**config.mk**
```make
export PLATFORM = sky130hd
export DESIGN_NAME = ilv_mem_ctrl
export DESIGN_NICKNAME = d
export VERILOG_FILES = /design/src/rtl/ilv_pkg.sv /design/src/rtl/ilv_req_queue.sv /design/src/rtl/ilv_bank.sv /design/src/rtl/ilv_mem_ctrl.sv
export SDC_FILE = /design/constraint.sdc
export NUM_CORES = 2
export LEC_CHECK = 0
export ABC_AREA = 1
export BUFFER_PORTS_ARGS = -buffer_cell sky130_fd_sc_hd__buf_4
export CAP_MARGIN = 20
export CORE_AREA = 4 4 571 573
export DETAILED_ROUTE_END_ITERATION = 10
export DIE_AREA = 0 0 575 577
export PLACE_DENSITY = 0.7
export SLEW_MARGIN = 20
export SYNTH_ARGS = -nofsm -noshare
export SYNTH_HDL_FRONTEND = slang
export SYNTH_MEMORY_MAX_BITS = 65536
export SYNTH_SLANG_ARGS = --single-unit
```
**constraint.sdc**
```tcl
create_clock -name clk -period 9.2 [get_ports clk]
set_clock_uncertainty 0.2 [all_clocks]
set_input_delay 0.46 -clock clk [delete_from_list [all_inputs] [get_ports clk]]
set_output_delay 0.46 -clock clk [all_outputs]
set_load 0.02 [all_outputs]
```
**src/rtl/ilv_pkg.sv**
```systemverilog
package ilv_pkg;
  typedef enum logic {
    OP_FETCH = 1'b0,
    OP_STORE = 1'b1
  } op_e;
endpackage

```
**src/rtl/ilv_req_queue.sv**
```systemverilog
module ilv_req_queue #(
  parameter int AW     = 8,
  parameter int DW     = 16,
  parameter int NREQ   = 4,
  parameter int NBANK  = 4,
  parameter int QDEPTH = 8
) (
  input  logic                    clk,
  input  logic                    rst,
  input  logic                    in_vld,
  input  ilv_pkg::op_e            in_op,
  input  logic [AW-1:0]           in_addr,
  input  logic [DW-1:0]           in_wdata,
  input  logic [$clog2(NREQ)-1:0] in_id,
  input  logic [NBANK-1:0]        bank_busy,
  output logic                    not_full,
  output logic                    iss_vld,
  output ilv_pkg::op_e            iss_op,
  output logic [AW-1:0]           iss_addr,
  output logic [DW-1:0]           iss_wdata,
  output logic [NREQ-1:0]         iss_mask,
  output logic [$clog2(NBANK)-1:0] iss_bank
);
  import ilv_pkg::*;

  localparam int BW  = $clog2(NBANK);
  localparam int QIW = $clog2(QDEPTH);
  localparam int CW  = $clog2(QDEPTH + 1);

  // Entry QDEPTH is a permanent empty slot that feeds the shift.
  logic [QDEPTH:0] q_vld;
  op_e             q_op   [QDEPTH+1];
  logic [AW-1:0]   q_addr [QDEPTH+1];
  logic [DW-1:0]   q_wd   [QDEPTH+1];
  logic [NREQ-1:0] q_mask [QDEPTH+1];
  logic [CW-1:0]   cnt;

  logic [QDEPTH-1:0] elig;
  logic [QIW-1:0]    iss_idx;
  logic              m_hit;
  logic [QIW-1:0]    m_idx;
  logic [QIW-1:0]    m_dst;
  logic [QIW-1:0]    tail;
  logic              do_merge;
  logic              do_app;
  logic [NREQ-1:0]   id_bit;

  // eligibility: bank free and no older entry on the same word
  always_comb begin
    for (int i = 0; i < QDEPTH; i++) begin
      elig[i] = q_vld[i] && !bank_busy[q_addr[i][BW-1:0]];
      for (int j = 0; j < i; j++) begin
        if (q_vld[j] && (q_addr[j] == q_addr[i])) elig[i] = 1'b0;
      end
    end
  end

  // oldest eligible entry wins
  always_comb begin
    iss_vld = 1'b0;
    iss_idx = '0;
    for (int i = QDEPTH - 1; i >= 0; i--) begin
      if (elig[i]) begin
        iss_vld = 1'b1;
        iss_idx = QIW'(i);
      end
    end
  end

  assign iss_op    = q_op[iss_idx];
  assign iss_addr  = q_addr[iss_idx];
  assign iss_wdata = q_wd[iss_idx];
  assign iss_mask  = q_mask[iss_idx];
  assign iss_bank  = q_addr[iss_idx][BW-1:0];

  // youngest queued entry on the incoming word
  always_comb begin
    m_hit = 1'b0;
    m_idx = '0;
    for (int i = 0; i < QDEPTH; i++) begin
      if (q_vld[i] && (q_addr[i] == in_addr)) begin
        m_hit = 1'b1;
        m_idx = QIW'(i);
      end
    end
  end

  assign id_bit   = NREQ'(1) << in_id;
  assign do_merge = in_vld && (in_op == OP_FETCH) && m_hit &&
                    (q_op[m_idx] == OP_FETCH) &&
                    !(iss_vld && (iss_idx == m_idx)) &&
                    !q_mask[m_idx][in_id];
  assign do_app   = in_vld && !do_merge;
  assign m_dst    = (iss_vld && (m_idx > iss_idx)) ? m_idx - QIW'(1) : m_idx;
  assign tail     = QIW'(cnt - CW'(iss_vld));
  assign not_full = (cnt != CW'(QDEPTH));

  always_ff @(posedge clk) begin
    if (rst) begin
      cnt   <= '0;
      q_vld <= '0;
    end else begin
      for (int i = 0; i < QDEPTH; i++) begin
        if (iss_vld && (i >= int'(iss_idx))) begin
          q_vld[i]  <= q_vld[i+1];
          q_op[i]   <= q_op[i+1];
          q_addr[i] <= q_addr[i+1];
          q_wd[i]   <= q_wd[i+1];
          q_mask[i] <= q_mask[i+1];
        end
      end
      if (do_merge) q_mask[m_dst] <= q_mask[m_idx] | id_bit;
      if (do_app) begin
        q_vld[tail]  <= 1'b1;
        q_op[tail]   <= in_op;
        q_addr[tail] <= in_addr;
        q_wd[tail]   <= in_wdata;
        q_mask[tail] <= id_bit;
      end
      cnt <= cnt - CW'(iss_vld) + CW'(do_app);
    end
  end
endmodule

```
**src/rtl/ilv_bank.sv**
```systemverilog
module ilv_bank #(
  parameter int AW    = 8,
  parameter int DW    = 16,
  parameter int NREQ  = 4,
  parameter int NBANK = 4,
  parameter int BUSY  = 4
) (
  input  logic            clk,
  input  logic            rst,
  input  logic            start,
  input  ilv_pkg::op_e    start_op,
  input  logic [AW-1:0]   start_addr,
  input  logic [DW-1:0]   start_wdata,
  input  logic [NREQ-1:0] start_mask,
  output logic            busy,
  output logic            done,
  output logic [DW-1:0]   rd_data,
  output logic [NREQ-1:0] done_mask,
  output logic [AW-1:0]   done_addr
);
  import ilv_pkg::*;

  localparam int BW   = $clog2(NBANK);
  localparam int RW   = AW - BW;
  localparam int ROWS = 1 << RW;
  localparam int TW   = $clog2(BUSY + 1);

  logic [TW-1:0]   tmr;
  op_e             cur_op;
  logic [AW-1:0]   cur_addr;
  logic [DW-1:0]   cur_wd;
  logic [NREQ-1:0] cur_mask;
  logic            fire;
  logic [DW-1:0]   mem [ROWS];

  assign fire = (tmr == TW'(1));
  assign busy = (tmr != '0);

  always_ff @(posedge clk) begin
    if (rst) begin
      tmr  <= '0;
      done <= 1'b0;
    end else begin
      done <= fire && (cur_op == OP_FETCH);
      if (start)          tmr <= TW'(BUSY);
      else if (tmr != '0) tmr <= tmr - TW'(1);
    end
  end

  always_ff @(posedge clk) begin
    if (start) begin
      cur_op   <= start_op;
      cur_addr <= start_addr;
      cur_wd   <= start_wdata;
      cur_mask <= start_mask;
    end
  end

  // single-port array, one access at the end of the busy window
  always_ff @(posedge clk) begin
    if (fire && (cur_op == OP_STORE)) mem[cur_addr[AW-1:BW]] <= cur_wd;
  end

  always_ff @(posedge clk) begin
    if (fire) begin
      rd_data   <= mem[cur_addr[AW-1:BW]];
      done_mask <= cur_mask;
      done_addr <= cur_addr;
    end
  end
endmodule

```
**src/rtl/ilv_mem_ctrl.sv**
```systemverilog
module ilv_mem_ctrl #(
  parameter int AW     = 8,
  parameter int DW     = 16,
  parameter int NREQ   = 4,
  parameter int NBANK  = 4,
  parameter int BUSY   = 4,
  parameter int QDEPTH = 8,
  parameter int KW     = 2
) (
  input  logic                    clk,
  input  logic                    rst,
  input  logic                    req_valid,
  output logic                    req_ready,
  input  logic                    req_store,
  input  logic [AW-1:0]           req_addr,
  input  logic [DW-1:0]           req_wdata,
  input  logic [$clog2(NREQ)-1:0] req_id,
  input  logic [KW-1:0]           req_key,
  output logic                    rsp_valid,
  output logic [NREQ-1:0]         rsp_mask,
  output logic [AW-1:0]           rsp_addr,
  output logic [DW-1:0]           rsp_data,
  output logic                    err_valid,
  output logic [$clog2(NREQ)-1:0] err_id
);
  import ilv_pkg::*;

  localparam int BW  = $clog2(NBANK);
  localparam int IDW = $clog2(NREQ);

  logic            accept;
  logic            key_ok;
  op_e             in_op;
  logic            iss_vld;
  op_e             iss_op;
  logic [AW-1:0]   iss_addr;
  logic [DW-1:0]   iss_wdata;
  logic [NREQ-1:0] iss_mask;
  logic [BW-1:0]   iss_bank;
  logic [NBANK-1:0] busy_vec;
  logic [NBANK-1:0] done_vec;
  logic [DW-1:0]   bank_rd   [NBANK];
  logic [NREQ-1:0] bank_mask [NBANK];
  logic [AW-1:0]   bank_addr [NBANK];
  logic [NREQ-1:0] sel_mask;
  logic [AW-1:0]   sel_addr;
  logic [DW-1:0]   sel_data;

  assign accept = req_valid && req_ready;
  assign key_ok = (req_key == '0) || (req_key == req_addr[AW-1 -: KW]);
  assign in_op  = req_store ? OP_STORE : OP_FETCH;

  ilv_req_queue #(
    .AW(AW), .DW(DW), .NREQ(NREQ), .NBANK(NBANK), .QDEPTH(QDEPTH)
  ) queue_i (
    .clk(clk), .rst(rst),
    .in_vld(accept && key_ok), .in_op(in_op), .in_addr(req_addr),
    .in_wdata(req_wdata), .in_id(req_id),
    .bank_busy(busy_vec), .not_full(req_ready),
    .iss_vld(iss_vld), .iss_op(iss_op), .iss_addr(iss_addr),
    .iss_wdata(iss_wdata), .iss_mask(iss_mask), .iss_bank(iss_bank)
  );

  for (genvar b = 0; b < NBANK; b++) begin : g_bank
    ilv_bank #(
      .AW(AW), .DW(DW), .NREQ(NREQ), .NBANK(NBANK), .BUSY(BUSY)
    ) bank_i (
      .clk(clk), .rst(rst),
      .start(iss_vld && (iss_bank == BW'(b))),
      .start_op(iss_op), .start_addr(iss_addr),
      .start_wdata(iss_wdata), .start_mask(iss_mask),
      .busy(busy_vec[b]), .done(done_vec[b]),
      .rd_data(bank_rd[b]), .done_mask(bank_mask[b]), .done_addr(bank_addr[b])
    );
  end

  // one issue per cycle and a fixed busy time keep completions apart
  always_comb begin
    sel_mask = '0;
    sel_addr = '0;
    sel_data = '0;
    for (int b = 0; b < NBANK; b++) begin
      if (done_vec[b]) begin
        sel_mask = bank_mask[b];
        sel_addr = bank_addr[b];
        sel_data = bank_rd[b];
      end
    end
  end

  always_ff @(posedge clk) begin
    if (rst) begin
      rsp_valid <= 1'b0;
      rsp_mask  <= '0;
      rsp_addr  <= '0;
      rsp_data  <= '0;
      err_valid <= 1'b0;
      err_id    <= '0;
    end else begin
      rsp_valid <= |done_vec;
      rsp_mask  <= sel_mask;
      rsp_addr  <= sel_addr;
      rsp_data  <= sel_data;
      err_valid <= accept && !key_ok;
      err_id    <= accept ? req_id : IDW'(0);
    end
  end
endmodule

```
==> results.md <==
- Status: complete, no violations
- Synth top area share: 0.779
- Vias: 108000
- GP Congestion: 0.941
- Residual DRC: 0
- Die width: 575 um
- Seq. cell area: 138000 um^2
- WL final: 508000 um
- Worst skew pair latency: 1030 ps
- Gate Count Post-Synth: 11500
- Util after Layout: 0.618
- FMAX: 153 MHz
- Area after DPL: 183000 um^2
- I/O pin count: 65
- Mean post-synth cell area: 15.3 um^2
- Worst Setup Path Type: flop to flop
- CP Capture Type: flop
- Area growth syn-to-layout: 12.8%
- Bufs on Longest Clock Path: 4
- Tot Pwr: 68.0 mW
- Routed Antenna Nets: 0
- DRT Pass-1 Iters: 6
- Mapped cell area: 176000 um^2
- Synth cell types: 61
- Total track usage: 0.300
- CTS Root Cell: clkbuf_16
- Share of layout cells above drive strength 1: 0.110
- Worst min path class: input port to flop
- Nets: 11900
- Worst Path Required: 9710 ps
- Power density over the cells: 343 nW/um^2
- CTS resizes: 0
- Core Rows: 208
- Yosys warnings: 0
- Mapped Nets: 11600
- Pre-CTS setup slack: 2910 ps
- Initial antenna violation count: 25
- CTS sink cnt: 4616
- Initial core utilization: 0.548
- Drt initial violations: 15300
- Port Buf Inserts: 64
- Crit path launch type: flop
- Num CTS Buffers: 443
- DIE HEIGHT: 577 um
- Tmin final: 6560 ps
- CP arrival: 7070 ps
- CP Max Fanout: 52
- Area of the multi-input gates: 34300 um^2
- Period utilization: 0.713
- Rel. slew slack: 0.0617
- Async S/R FF share, synth: 0
- Vias per inst: 6.50
- Finished Cell Area: 198000 um^2
- Pin count of the biggest net entering global routing: 127
- Number of global-route vias before repair: 102000
- Top FF cell, synth: edfxtp_1
- Global-route wire length before repair: 731000 um
- DP Cell Count: 15700
- Clk slew on worst S/H paths: 60 ps
- Fin. Hold Viols: 0
- Final Worst Setup Slack: 2640 ps
- H-tree levels: 5
- Post-synthesis sequential area ratio: 0.786
- Wire length per cell: 30.7 um
- Final count of pins violating max slew: 0
- Die area: 332000 um^2
- Yosys reg bits: 4616
- CTS tree: done
- Final std cells w/o fill: 16600
- P_leak: 64.6 nW
- Unrepaired setup endpoints after global routing: false
- Final setup viols: 0
- Fin Hold WS: 79.5 ps
- EDFF count, synth: 4556
- Max-cap violations: 0
- Worst-Margin Slew: 1410 ps
- Setup Total Neg Slack: 0 ps
- Overflow after GRT: 0
- Core area: 321000 um^2
- Synth top area cells: edfxtp_1, nand2_1, a22oi_1
- Worst VDD drop: 0.467 mV
- Cell taking the most area after synthesis: edfxtp_1
- Filler cells: 22700
- Post-DP HPWL: 292000 um
-- report_power, final --
group	switching, mW	total (mW)	internal (mW)
combinational	15.9	20.8	4.88
sequential	1.16	29.1	27.9
clock	7.78	18.1	10.3
total	24.8	68.0	43.1
-- cells in the final DEF (no fill, tap or decap), types with 16 or more instances in the layout --
cell type,count
a22oi_1,655
buf_12,27
dlygate4sd3_1,44
inv_1,221
nand2_1,2111
o22ai_1,91
clkbuf_16,447
o21ai_1,159
o221ai_1,24
nor2_1,444
buf_4,511
edfxtp_1,4556
xor2_1,59
clkinvlp_4,19
clkinv_2,70
a31oi_1,75
nor3_2,62
xnor2_1,38
a211oi_1,21
a22o_1,392
nor3_1,44
nand4_1,434
a2111o_1,16
o21ai_0,197
a221oi_1,534
clkinv_1,123
nand2_2,20
bufinv_16,45
o2111ai_1,22
a21oi_1,134
clkbuf_1,98
inv_2,29
o21a_1,34
dfxtp_1,60
nand3_1,202
o211ai_1,32
ha_1,20
-- Yosys cell counts (134+ instances only) --
| master | instances |
|---|---|
| nand3_1 | 202 |
| a22oi_1 | 655 |
| nand4_1 | 434 |
| clkbuf_1 | 409 |
| inv_1 | 224 |
| nor2_1 | 452 |
| o21ai_1 | 159 |
| a22o_1 | 392 |
| edfxtp_1 | 4556 |
| nand2_1 | 2119 |
| o21ai_0 | 198 |
| a21oi_1 | 134 |
| a221oi_1 | 534 |
-- worst max-delay path, cell delays in order, from the launching register on --
cell	delay, ps
edfxtp_1	880
inv_1	440
o21ai_0	210
a21oi_1	60
o21ai_0	550
nor2_1	100
nand3_1	180
nand2_1	110
nand2_1	80
nand2_1	80
nand2_1	150
nand2_4	60
inv_2	520
ha_1	350
inv_1	80
nor2_1	60
a21oi_1	140
nand3_1	110
nor2_2	140
nand2_4	110
nand3_4	130
inv_4	90
nand4_4	60
buf_4	580
o21ai_4	400
buf_4	350
-- cells by family after synthesis --
group	count (synthesis)	synth area share
buf+inv	951	0.0218
simple gates	3394	0.0832
fa+ha+maj	20	0.00142
xor+xnor	97	0.00484
compound gates	2427	0.103
flops	4616	0.786
-- state kept, by name, summed over array words and instances, names as in the netlist --
register	cells
g_bank.bank_i.cur_mask	16
queue_i.q_addr	64
rsp_mask	4
g_bank.bank_i.tmr	12
rsp_data	16
err_valid	1
queue_i.q_op	8
err_id	2
g_bank.bank_i.cur_wd	64
g_bank.bank_i.done_mask	16
g_bank.bank_i.rd_data	64
queue_i.q_mask	32
queue_i.q_wd	128
g_bank.bank_i.cur_addr	32
g_bank.bank_i.done_addr	32
rsp_addr	8
g_bank.bank_i.mem	4096
g_bank.bank_i.cur_op	4
queue_i.q_vld	8
g_bank.bank_i.done	4
rsp_valid	1
queue_i.cnt	4
-- what timing repair did --
action / CTS / global route
hold endpoints to repair: 210 / 0
setup buffers: 0 / 0
hold buffers: 44 / 0
-- area by class of cell --
| type | count | area share |
|---|---|---|
| inverter | 279 | 0.00530 |
| antenna | 10 | 0.000126 |
| tap | 4305 | 0.0272 |
| clock buffer | 559 | 0.0593 |
| sequential | 4616 | 0.697 |
| timing repair buffer | 582 | 0.0243 |
| clock inverter | 262 | 0.0140 |
| multi-input combinational | 5938 | 0.173 |
-- metal layers --
| layer | GRT usage | wire length [um] | up-vias |
|---|---|---|---|
| met1 | 0.432 | 197000 | 54400 |
| li1 | - | - | 45700 |
| met3 | 0.0623 | 57600 | 897 |
| met5 | 0 | 61 | - |
| met4 | 0.104 | 19700 | 10 |
| met2 | 0.462 | 234000 | 6630 |
-- final timing paths --
kind | from | endpoint | slack [ps] | cells after the start
max | queue_i.q_addr[4][1] | queue_i.q_wd[0][15] | 2640 | 25
min | req_wdata[5] | queue_i.q_wd[7][5] | 80 | 2
max reg2reg | queue_i.q_addr[4][1] | queue_i.q_wd[0][15] | 2640 | 25
min reg2reg | g_bank[3].bank_i.cur_mask[1] | g_bank[3].bank_i.done_mask[1] | 210 | 0
Note: power is estimated with default switching activity, not from simulation.
